[src/rtl/blf_pkg.sv]
package blf_pkg;
    typedef enum logic [1:0] {
        CALC_IDLE  = 2'd0,
        CALC_MULT  = 2'd1,
        CALC_ROUND = 2'd2
    } calc_state_t;

    typedef enum logic {
        GEN_IDLE = 1'b0,
        GEN_RUN  = 1'b1
    } gen_state_t;

    localparam int MIN_RATIO   = 3;
    localparam int FRAC_TH_D21 = 27; // out of 64
    localparam int FRAC_TH_D8  = 4;  // out of 8
endpackage

[src/rtl/blf_ratio_calc.sv]
module blf_ratio_calc
    import blf_pkg::*;
#(
    parameter int CNT_W   = 12,
    parameter int RATIO_W = CNT_W - 2
) (
    input  logic               clk,
    input  logic               rst_n,
    input  logic               start,
    input  logic [CNT_W-1:0]   trcal_cnt,
    input  logic               dr_hi,
    output logic [RATIO_W-1:0] ratio,
    output logic               ready,
    output logic               clamped
);
    localparam int PROD_W = CNT_W + 2;

    calc_state_t state_q, state_n;

    logic [CNT_W-1:0]  cnt_q;
    logic              dr_q;
    logic [PROD_W-1:0] prod_q;
    logic [PROD_W-1:0] int_part;
    logic              round_up;
    logic [PROD_W-1:0] rounded;
    logic              below_min;

    // state register
    always_ff @(posedge clk or negedge rst_n) begin
        if (!rst_n) state_q <= CALC_IDLE;
        else        state_q <= state_n;
    end

    // next state
    always_comb begin
        state_n = state_q;
        unique case (state_q)
            CALC_IDLE:  if (start) state_n = CALC_MULT;
            CALC_MULT:  state_n = start ? CALC_MULT : CALC_ROUND;
            CALC_ROUND: state_n = start ? CALC_MULT : CALC_IDLE;
            default:    state_n = CALC_IDLE;
        endcase
    end

    // rounding datapath: shift, then compare the dropped bits to a threshold
    always_comb begin
        if (dr_q) begin
            int_part = prod_q >> 6;
            round_up = (prod_q[5:0] >= 6'(FRAC_TH_D21));
        end else begin
            int_part = prod_q >> 3;
            round_up = (prod_q[2:0] >= 3'(FRAC_TH_D8));
        end
        rounded   = int_part + {{(PROD_W-1){1'b0}}, round_up};
        below_min = (rounded < PROD_W'(MIN_RATIO));
    end

    // outputs and operand registers
    always_ff @(posedge clk or negedge rst_n) begin
        if (!rst_n) begin
            cnt_q   <= '0;
            dr_q    <= 1'b0;
            prod_q  <= '0;
            ratio   <= '0;
            ready   <= 1'b0;
            clamped <= 1'b0;
        end else if (start) begin
            cnt_q <= trcal_cnt;
            dr_q  <= dr_hi;
            ready <= 1'b0;
        end else begin
            unique case (state_q)
                CALC_IDLE: ;
                CALC_MULT: begin
                    if (dr_q) prod_q <= {1'b0, cnt_q, 1'b0} + {2'b00, cnt_q};
                    else      prod_q <= {2'b00, cnt_q};
                end
                CALC_ROUND: begin
                    ratio   <= below_min ? RATIO_W'(MIN_RATIO) : rounded[RATIO_W-1:0];
                    clamped <= below_min;
                    ready   <= 1'b1;
                end
                default: ;
            endcase
        end
    end

    AST_START_DROPS_READY: assert property (@(posedge clk) disable iff (!rst_n)
        start |=> !ready);
    AST_RATIO_HOLD: assert property (@(posedge clk) disable iff (!rst_n)
        (ready && $past(ready)) |-> $stable(ratio));
    AST_CLAMP_VALUE: assert property (@(posedge clk) disable iff (!rst_n)
        clamped |-> (ratio == RATIO_W'(MIN_RATIO)));
    AST_READY_MIN: assert property (@(posedge clk) disable iff (!rst_n)
        ready |-> (ratio >= RATIO_W'(MIN_RATIO)));
endmodule

[src/rtl/blf_clk_gen.sv]
module blf_clk_gen
    import blf_pkg::*;
#(
    parameter int RATIO_W = 10
) (
    input  logic               clk,
    input  logic               rst_n,
    input  logic [RATIO_W-1:0] ratio_in,
    input  logic               ratio_vld,
    output logic               link_clk
);
    gen_state_t st_q, st_n;

    logic [RATIO_W-1:0] cnt_q, cnt_n;
    logic [RATIO_W-1:0] act_q, act_n;
    logic [RATIO_W-1:0] hi_n;
    logic               q_pos_n;
    logic               q_pos_q;
    logic               q_neg_q;
    logic               odd_q;

    // state register
    always_ff @(posedge clk or negedge rst_n) begin
        if (!rst_n) st_q <= GEN_IDLE;
        else        st_q <= st_n;
    end

    // next state, counter and ratio adoption at period wrap only
    always_comb begin
        st_n  = st_q;
        cnt_n = cnt_q;
        act_n = act_q;
        unique case (st_q)
            GEN_IDLE: begin
                if (ratio_vld) begin
                    st_n  = GEN_RUN;
                    cnt_n = '0;
                    act_n = ratio_in;
                end
            end
            GEN_RUN: begin
                if (cnt_q == act_q - RATIO_W'(1)) begin
                    cnt_n = '0;
                    if (ratio_vld) act_n = ratio_in;
                end else begin
                    cnt_n = cnt_q + RATIO_W'(1);
                end
            end
            default: st_n = GEN_IDLE;
        endcase
        hi_n    = act_n >> 1;
        q_pos_n = (st_n == GEN_RUN) && (cnt_n < hi_n);
    end

    // rising-edge outputs
    always_ff @(posedge clk or negedge rst_n) begin
        if (!rst_n) begin
            cnt_q   <= '0;
            act_q   <= '0;
            q_pos_q <= 1'b0;
            odd_q   <= 1'b0;
        end else begin
            cnt_q   <= cnt_n;
            act_q   <= act_n;
            q_pos_q <= q_pos_n;
            odd_q   <= act_n[0];
        end
    end

    // falling-edge copy stretches odd high phases by half a cycle
    always_ff @(negedge clk or negedge rst_n) begin
        if (!rst_n) q_neg_q <= 1'b0;
        else        q_neg_q <= q_pos_q;
    end

    assign link_clk = odd_q ? (q_pos_q | q_neg_q) : q_pos_q;

    AST_CNT_RANGE: assert property (@(posedge clk) disable iff (!rst_n)
        (st_q == GEN_RUN) |-> (cnt_q < act_q));
    AST_SWAP_AT_WRAP: assert property (@(posedge clk) disable iff (!rst_n)
        ((st_q == GEN_RUN) && $past(st_q == GEN_RUN) && (act_q != $past(act_q))) |-> (cnt_q == '0));
    AST_IDLE_QUIET: assert property (@(posedge clk) disable iff (!rst_n)
        (st_q == GEN_IDLE) |-> !link_clk);
    AST_RUN_MIN: assert property (@(posedge clk) disable iff (!rst_n)
        (st_q == GEN_RUN) |-> (act_q >= RATIO_W'(MIN_RATIO)));
endmodule

[src/rtl/blf_link_divider.sv]
module blf_link_divider #(
    parameter int CNT_W   = 12,
    parameter int RATIO_W = CNT_W - 2
) (
    input  logic               clk,
    input  logic               rst_n,
    input  logic               start,
    input  logic [CNT_W-1:0]   trcal_cnt,
    input  logic               dr_hi,
    output logic [RATIO_W-1:0] ratio,
    output logic               ready,
    output logic               clamped,
    output logic               link_clk
);
    blf_ratio_calc #(.CNT_W(CNT_W), .RATIO_W(RATIO_W)) calc_i (
        .clk       (clk),
        .rst_n     (rst_n),
        .start     (start),
        .trcal_cnt (trcal_cnt),
        .dr_hi     (dr_hi),
        .ratio     (ratio),
        .ready     (ready),
        .clamped   (clamped)
    );

    blf_clk_gen #(.RATIO_W(RATIO_W)) gen_i (
        .clk       (clk),
        .rst_n     (rst_n),
        .ratio_in  (ratio),
        .ratio_vld (ready),
        .link_clk  (link_clk)
    );
endmodule

[config.mk]
export PLATFORM = sky130hd
export DESIGN_NAME = blf_link_divider
export DESIGN_NICKNAME = d
export VERILOG_FILES = /design/src/rtl/blf_pkg.sv /design/src/rtl/blf_ratio_calc.sv /design/src/rtl/blf_clk_gen.sv /design/src/rtl/blf_link_divider.sv
export SDC_FILE = /design/constraint.sdc
export NUM_CORES = 1
export LEC_CHECK = 0
export ABC_AREA = 0
export ABC_CLOCK_PERIOD_IN_PS = 5600
export BUFFER_PORTS_ARGS = -buffer_cell sky130_fd_sc_hd__buf_2
export CAP_MARGIN = 0
export CELL_PAD_IN_SITES_DETAIL_PLACEMENT = 0
export CELL_PAD_IN_SITES_GLOBAL_PLACEMENT = 1
export CORE_ASPECT_RATIO = 1.4
export CORE_MARGIN = 2
export CORE_UTILIZATION = 41
export DETAILED_ROUTE_END_ITERATION = 6
export PLACE_DENSITY = 0.68
export SLEW_MARGIN = 20
export SYNTH_ARGS = -nofsm -noshare
export SYNTH_HDL_FRONTEND = slang
export SYNTH_HIERARCHICAL = 1
export SYNTH_SLANG_ARGS = --single-unit
[constraint.sdc]
create_clock -name clk -period 5.6 [get_ports clk]
set_input_delay 0.56 -clock clk [delete_from_list [all_inputs] [get_ports clk]]
set_output_delay 0.56 -clock clk [all_outputs]
set_load 0.01 [all_outputs]
==> summary.md <==
| Metric | Value |
|---|---|
| Status | `finished clean` |
| Pre-Repair DR Iteration Count | `4` |
| Worst reg-to-reg setup slack | `1.58 ns` |
| DR vias | `3396` |
| Slowest-stage cell, CP | `dfrtn_1` |
| Primary flip-flop cell chosen by synthesis mapping | `dfrtp_1` |
| Setup WS post-layout | `1.280 ns` |
| Initial Utilization | `0.4187` |
| Clock Pin Slew Worst Setup and Hold Paths | `0.05 ns` |
| Setup Skew | `0.01148 ns` |
| TritonCTS Sinks | `64` |
| Syn avg cell area | `9.665 µm²` |
| Crit path DAT | `3.76 ns` |
| Wl on met1 | `4055 µm` |
| Residual DRC | `0` |
| Post-synthesis sequential area ratio | `0.3716` |
| Hold-critical path depth | `3` |
| Max_cap viols | `0` |
| Family with the most delay on the worst path | `flip-flops` |
| Yosys warns | `6` |
| RSZ-0062 raised after global routing | `false` |
| WL final | `10490 µm` |
| Reg-to-reg startpoint | `gen_i/act_q[2]` |
| Largest net degree at the start of global routing | `64` |
| Placed Area | `0.004538 mm²` |
| Leak | `2.301 nW` |
| Register area | `0.001602 mm²` |
| CTS H-Tree Depth | `3` |
| P per Cell Area | `400.6 mW/mm²` |
| Crit-path max FO | `1` |
| Share of cells above drive strength 1 | `0.1677` |
| Antenna Cells | `0` |
| R2r endpoint | `gen_i/q_pos_q` |
| Area Overhead vs Synth | `11.64%` |
| Inserted Clock Buffers | `9` |
| Most common cell after layout, fill and taps aside | `dfrtp_1` |
| Async set-reset flop share out of synthesis | `1.000` |
| CP Capture Type | `primary output` |
| Fin. Hold Viols | `0` |
| HP Class | `in2reg` |
| Starting DRT DRC Count | `115` |
| CTS tree | `yes` |
| Most frequent cells in the layout | `dfrtp_1, nand2_1, buf_2, mux2i_1, ha_1` |
| Peak supply drop | `0.1693 mV` |
| Setup TNS | `0 ns` |
| Hold buffer count at cts | `0` |
| Fillers | `1023` |
| Die height | `125.3 µm` |
| Setup Viol. Count Final | `0` |
| Vias in the first global route | `3485` |
| WL met2 | `5801 µm` |
| Hold_sp | `trcal_cnt[1]` |
| Gate Count Post-Synth | `446` |
| Yosys cell types | `62` |
| I/O pin cnt | `29` |
| Worst skew pair latency | `0.33 ns` |
| Antenna-violating nets left | `0` |
| Slew HR | `0.4512` |
| Gr ovfl total | `0` |
| WP buf/inv | `1` |
| Pre-CTS setup slack | `1.566 ns` |
| Gpl congestion | `0.9226` |
| Routed WL per cell | `17.23 µm` |
| Synth Net Count | `488` |
| Clock Path Buffers | `2` |
| Total Nets Final | `508` |
| Worst Hold Endpoint | `calc_i/cnt_q[1]` |
| Die area | `0.01136 mm²` |
| Root Driver | `clkbuf_16` |
| Worst EP required | `5.04 ns` |
| GRT Overall Usage | `0.1956` |
| Vias/cell | `5.576` |
| Worst Reg-to-Reg Cells | `12` |
| Metal3 WL | `219 µm` |
| Hold slack | `0.4317 ns` |
| Post-synth EDFFs | `0` |
| Die X-Extent | `90.66 µm` |
| Crit-path max cell delay | `0.33 ns` |
| Core area | `0.01029 mm²` |
| Setup crit start kind | `flip-flop` |
| Number of synthesized register bits | `64` |
| Multi-input logic area | `0.002541 mm²` |
| I/O Buffers | `28` |
| Finished Core Util | `0.4674` |
| Post-CTS Setup Bufs | `0` |
| CP Class | `reg2out` |
| Mapped cell area | `0.004310 mm²` |
| First-pass GRT wire length | `17540 µm` |
| Worst slew pin tran | `0.8233 ns` |
| Critical Path Stages | `2` |
| Max Slew Vio Count | `0` |
| Top Metal Used | `met4` |
| Hpwl dp | `7943 µm` |
| Critical-path cell list | `a21o_1 > buf_2` |
| Initial antenna violation count | `0` |
| # resized after CTS | `0` |
| Cell Rows | `44` |
| Cell area after layout | `0.004812 mm²` |
-- cells in the mapped netlist, types with 3 or more instances --
master    number  share of area
nor2b_1        7          0.010
nand4_1        4         0.0058
nand3_1       13          0.015
mux2i_1       25          0.058
nand4b_1       3         0.0061
or3_1          5         0.0073
and3_1         7          0.010
xor2_1        15          0.030
nor3_1        11          0.013
clkbuf_1      16          0.014
nand2b_1       4         0.0058
ha_1          25          0.073
a21oi_1       18          0.021
o211ai_1       3         0.0052
buf_6          3         0.0078
nor2_1        20          0.017
mux2_2        23          0.060
inv_1         16          0.014
o21a_1         3         0.0052
xnor2_1       14          0.028
a21o_1         4         0.0070
o31ai_1        7          0.012
o21ai_0       23          0.027
nand2_1       51          0.044
a211oi_1       9          0.016
nand3b_1       5         0.0087
a211o_1        6          0.012
dfrtp_1       63           0.37
-- power by group --
group / switching [W] / internal (W) / total, W / leakage [nW]
logic: 0.000371 / 0.000316 / 0.000686 / 1.36
registers: 0.000163 / 0.000566 / 0.000729 / 0.809
clock network: 0.000205 / 0.000308 / 0.000512 / 0.134
total: 0.000738 / 0.00119 / 0.00193 / 2.30
-- per-stage QoR --
stage,total power [W],cells
2_1_floorplan,0.001204,446
3_3_place_gp,0.001415,593
3_5_place_dp,0.001422,593
4_1_cts,0.001951,609
5_1_grt,0.002077,609
6_report,0.001928,609
-- cell families after synthesis --
kind of cell,synth area share
XOR/XNOR,0.05893
AND/OR/NAND/NOR,0.1724
buffers and inverters,0.03890
adder cells (fa/ha/maj),0.07721
multiplexers,0.1216
flip-flops,0.3716
AO/OA/AOI/OAI,0.1594
-- how the worst max path moves through the flow --
stage	start	to	slack [ns]
floorplan	gen_i/q_neg_q	link_clk	1.73
global placement	gen_i/act_q[2]	gen_i/q_pos_q	1.59
detailed placement	gen_i/act_q[2]	gen_i/q_pos_q	1.57
CTS	gen_i/q_neg_q	link_clk	1.26
global route	gen_i/q_neg_q	link_clk	1.24
finish	gen_i/q_neg_q	link_clk	1.28
-- area by class of cell --
class / count / share of cell area
multi-input combinational: 344 / 0.5281
clock inverter: 6 / 0.007280
inverter: 16 / 0.01248
sequential: 64 / 0.3328
timing repair buffer: 31 / 0.03380
clock buffer: 10 / 0.04966
tap: 138 / 0.03588
-- flip-flops by register name, summed over array words and instances, names as in the netlist --
name,cells
calc_i/clamped,1
calc_i/cnt_q,12
calc_i/dr_q,1
calc_i/prod_q,14
calc_i/ratio,10
calc_i/ready,1
calc_i/state_q,2
gen_i/act_q,10
gen_i/cnt_q,10
gen_i/q_neg_q,1
gen_i/q_pos_q,1
gen_i/st_q,1
-- tightest hold or removal path, cell delays in order --
cell     delay, ns
buf_2         0.07
nand2_1       0.04
o21ai_0       0.05
-- per-layer routing --
metal / GRT usage / up-vias
met5: 0 / -
met3: 0.03855 / 26
li1: - / 1659
met1: 0.2018 / 1658
met2: 0.3652 / 53
met4: 0.1077 / 0
Note: power is estimated with default switching activity, not from simulation.
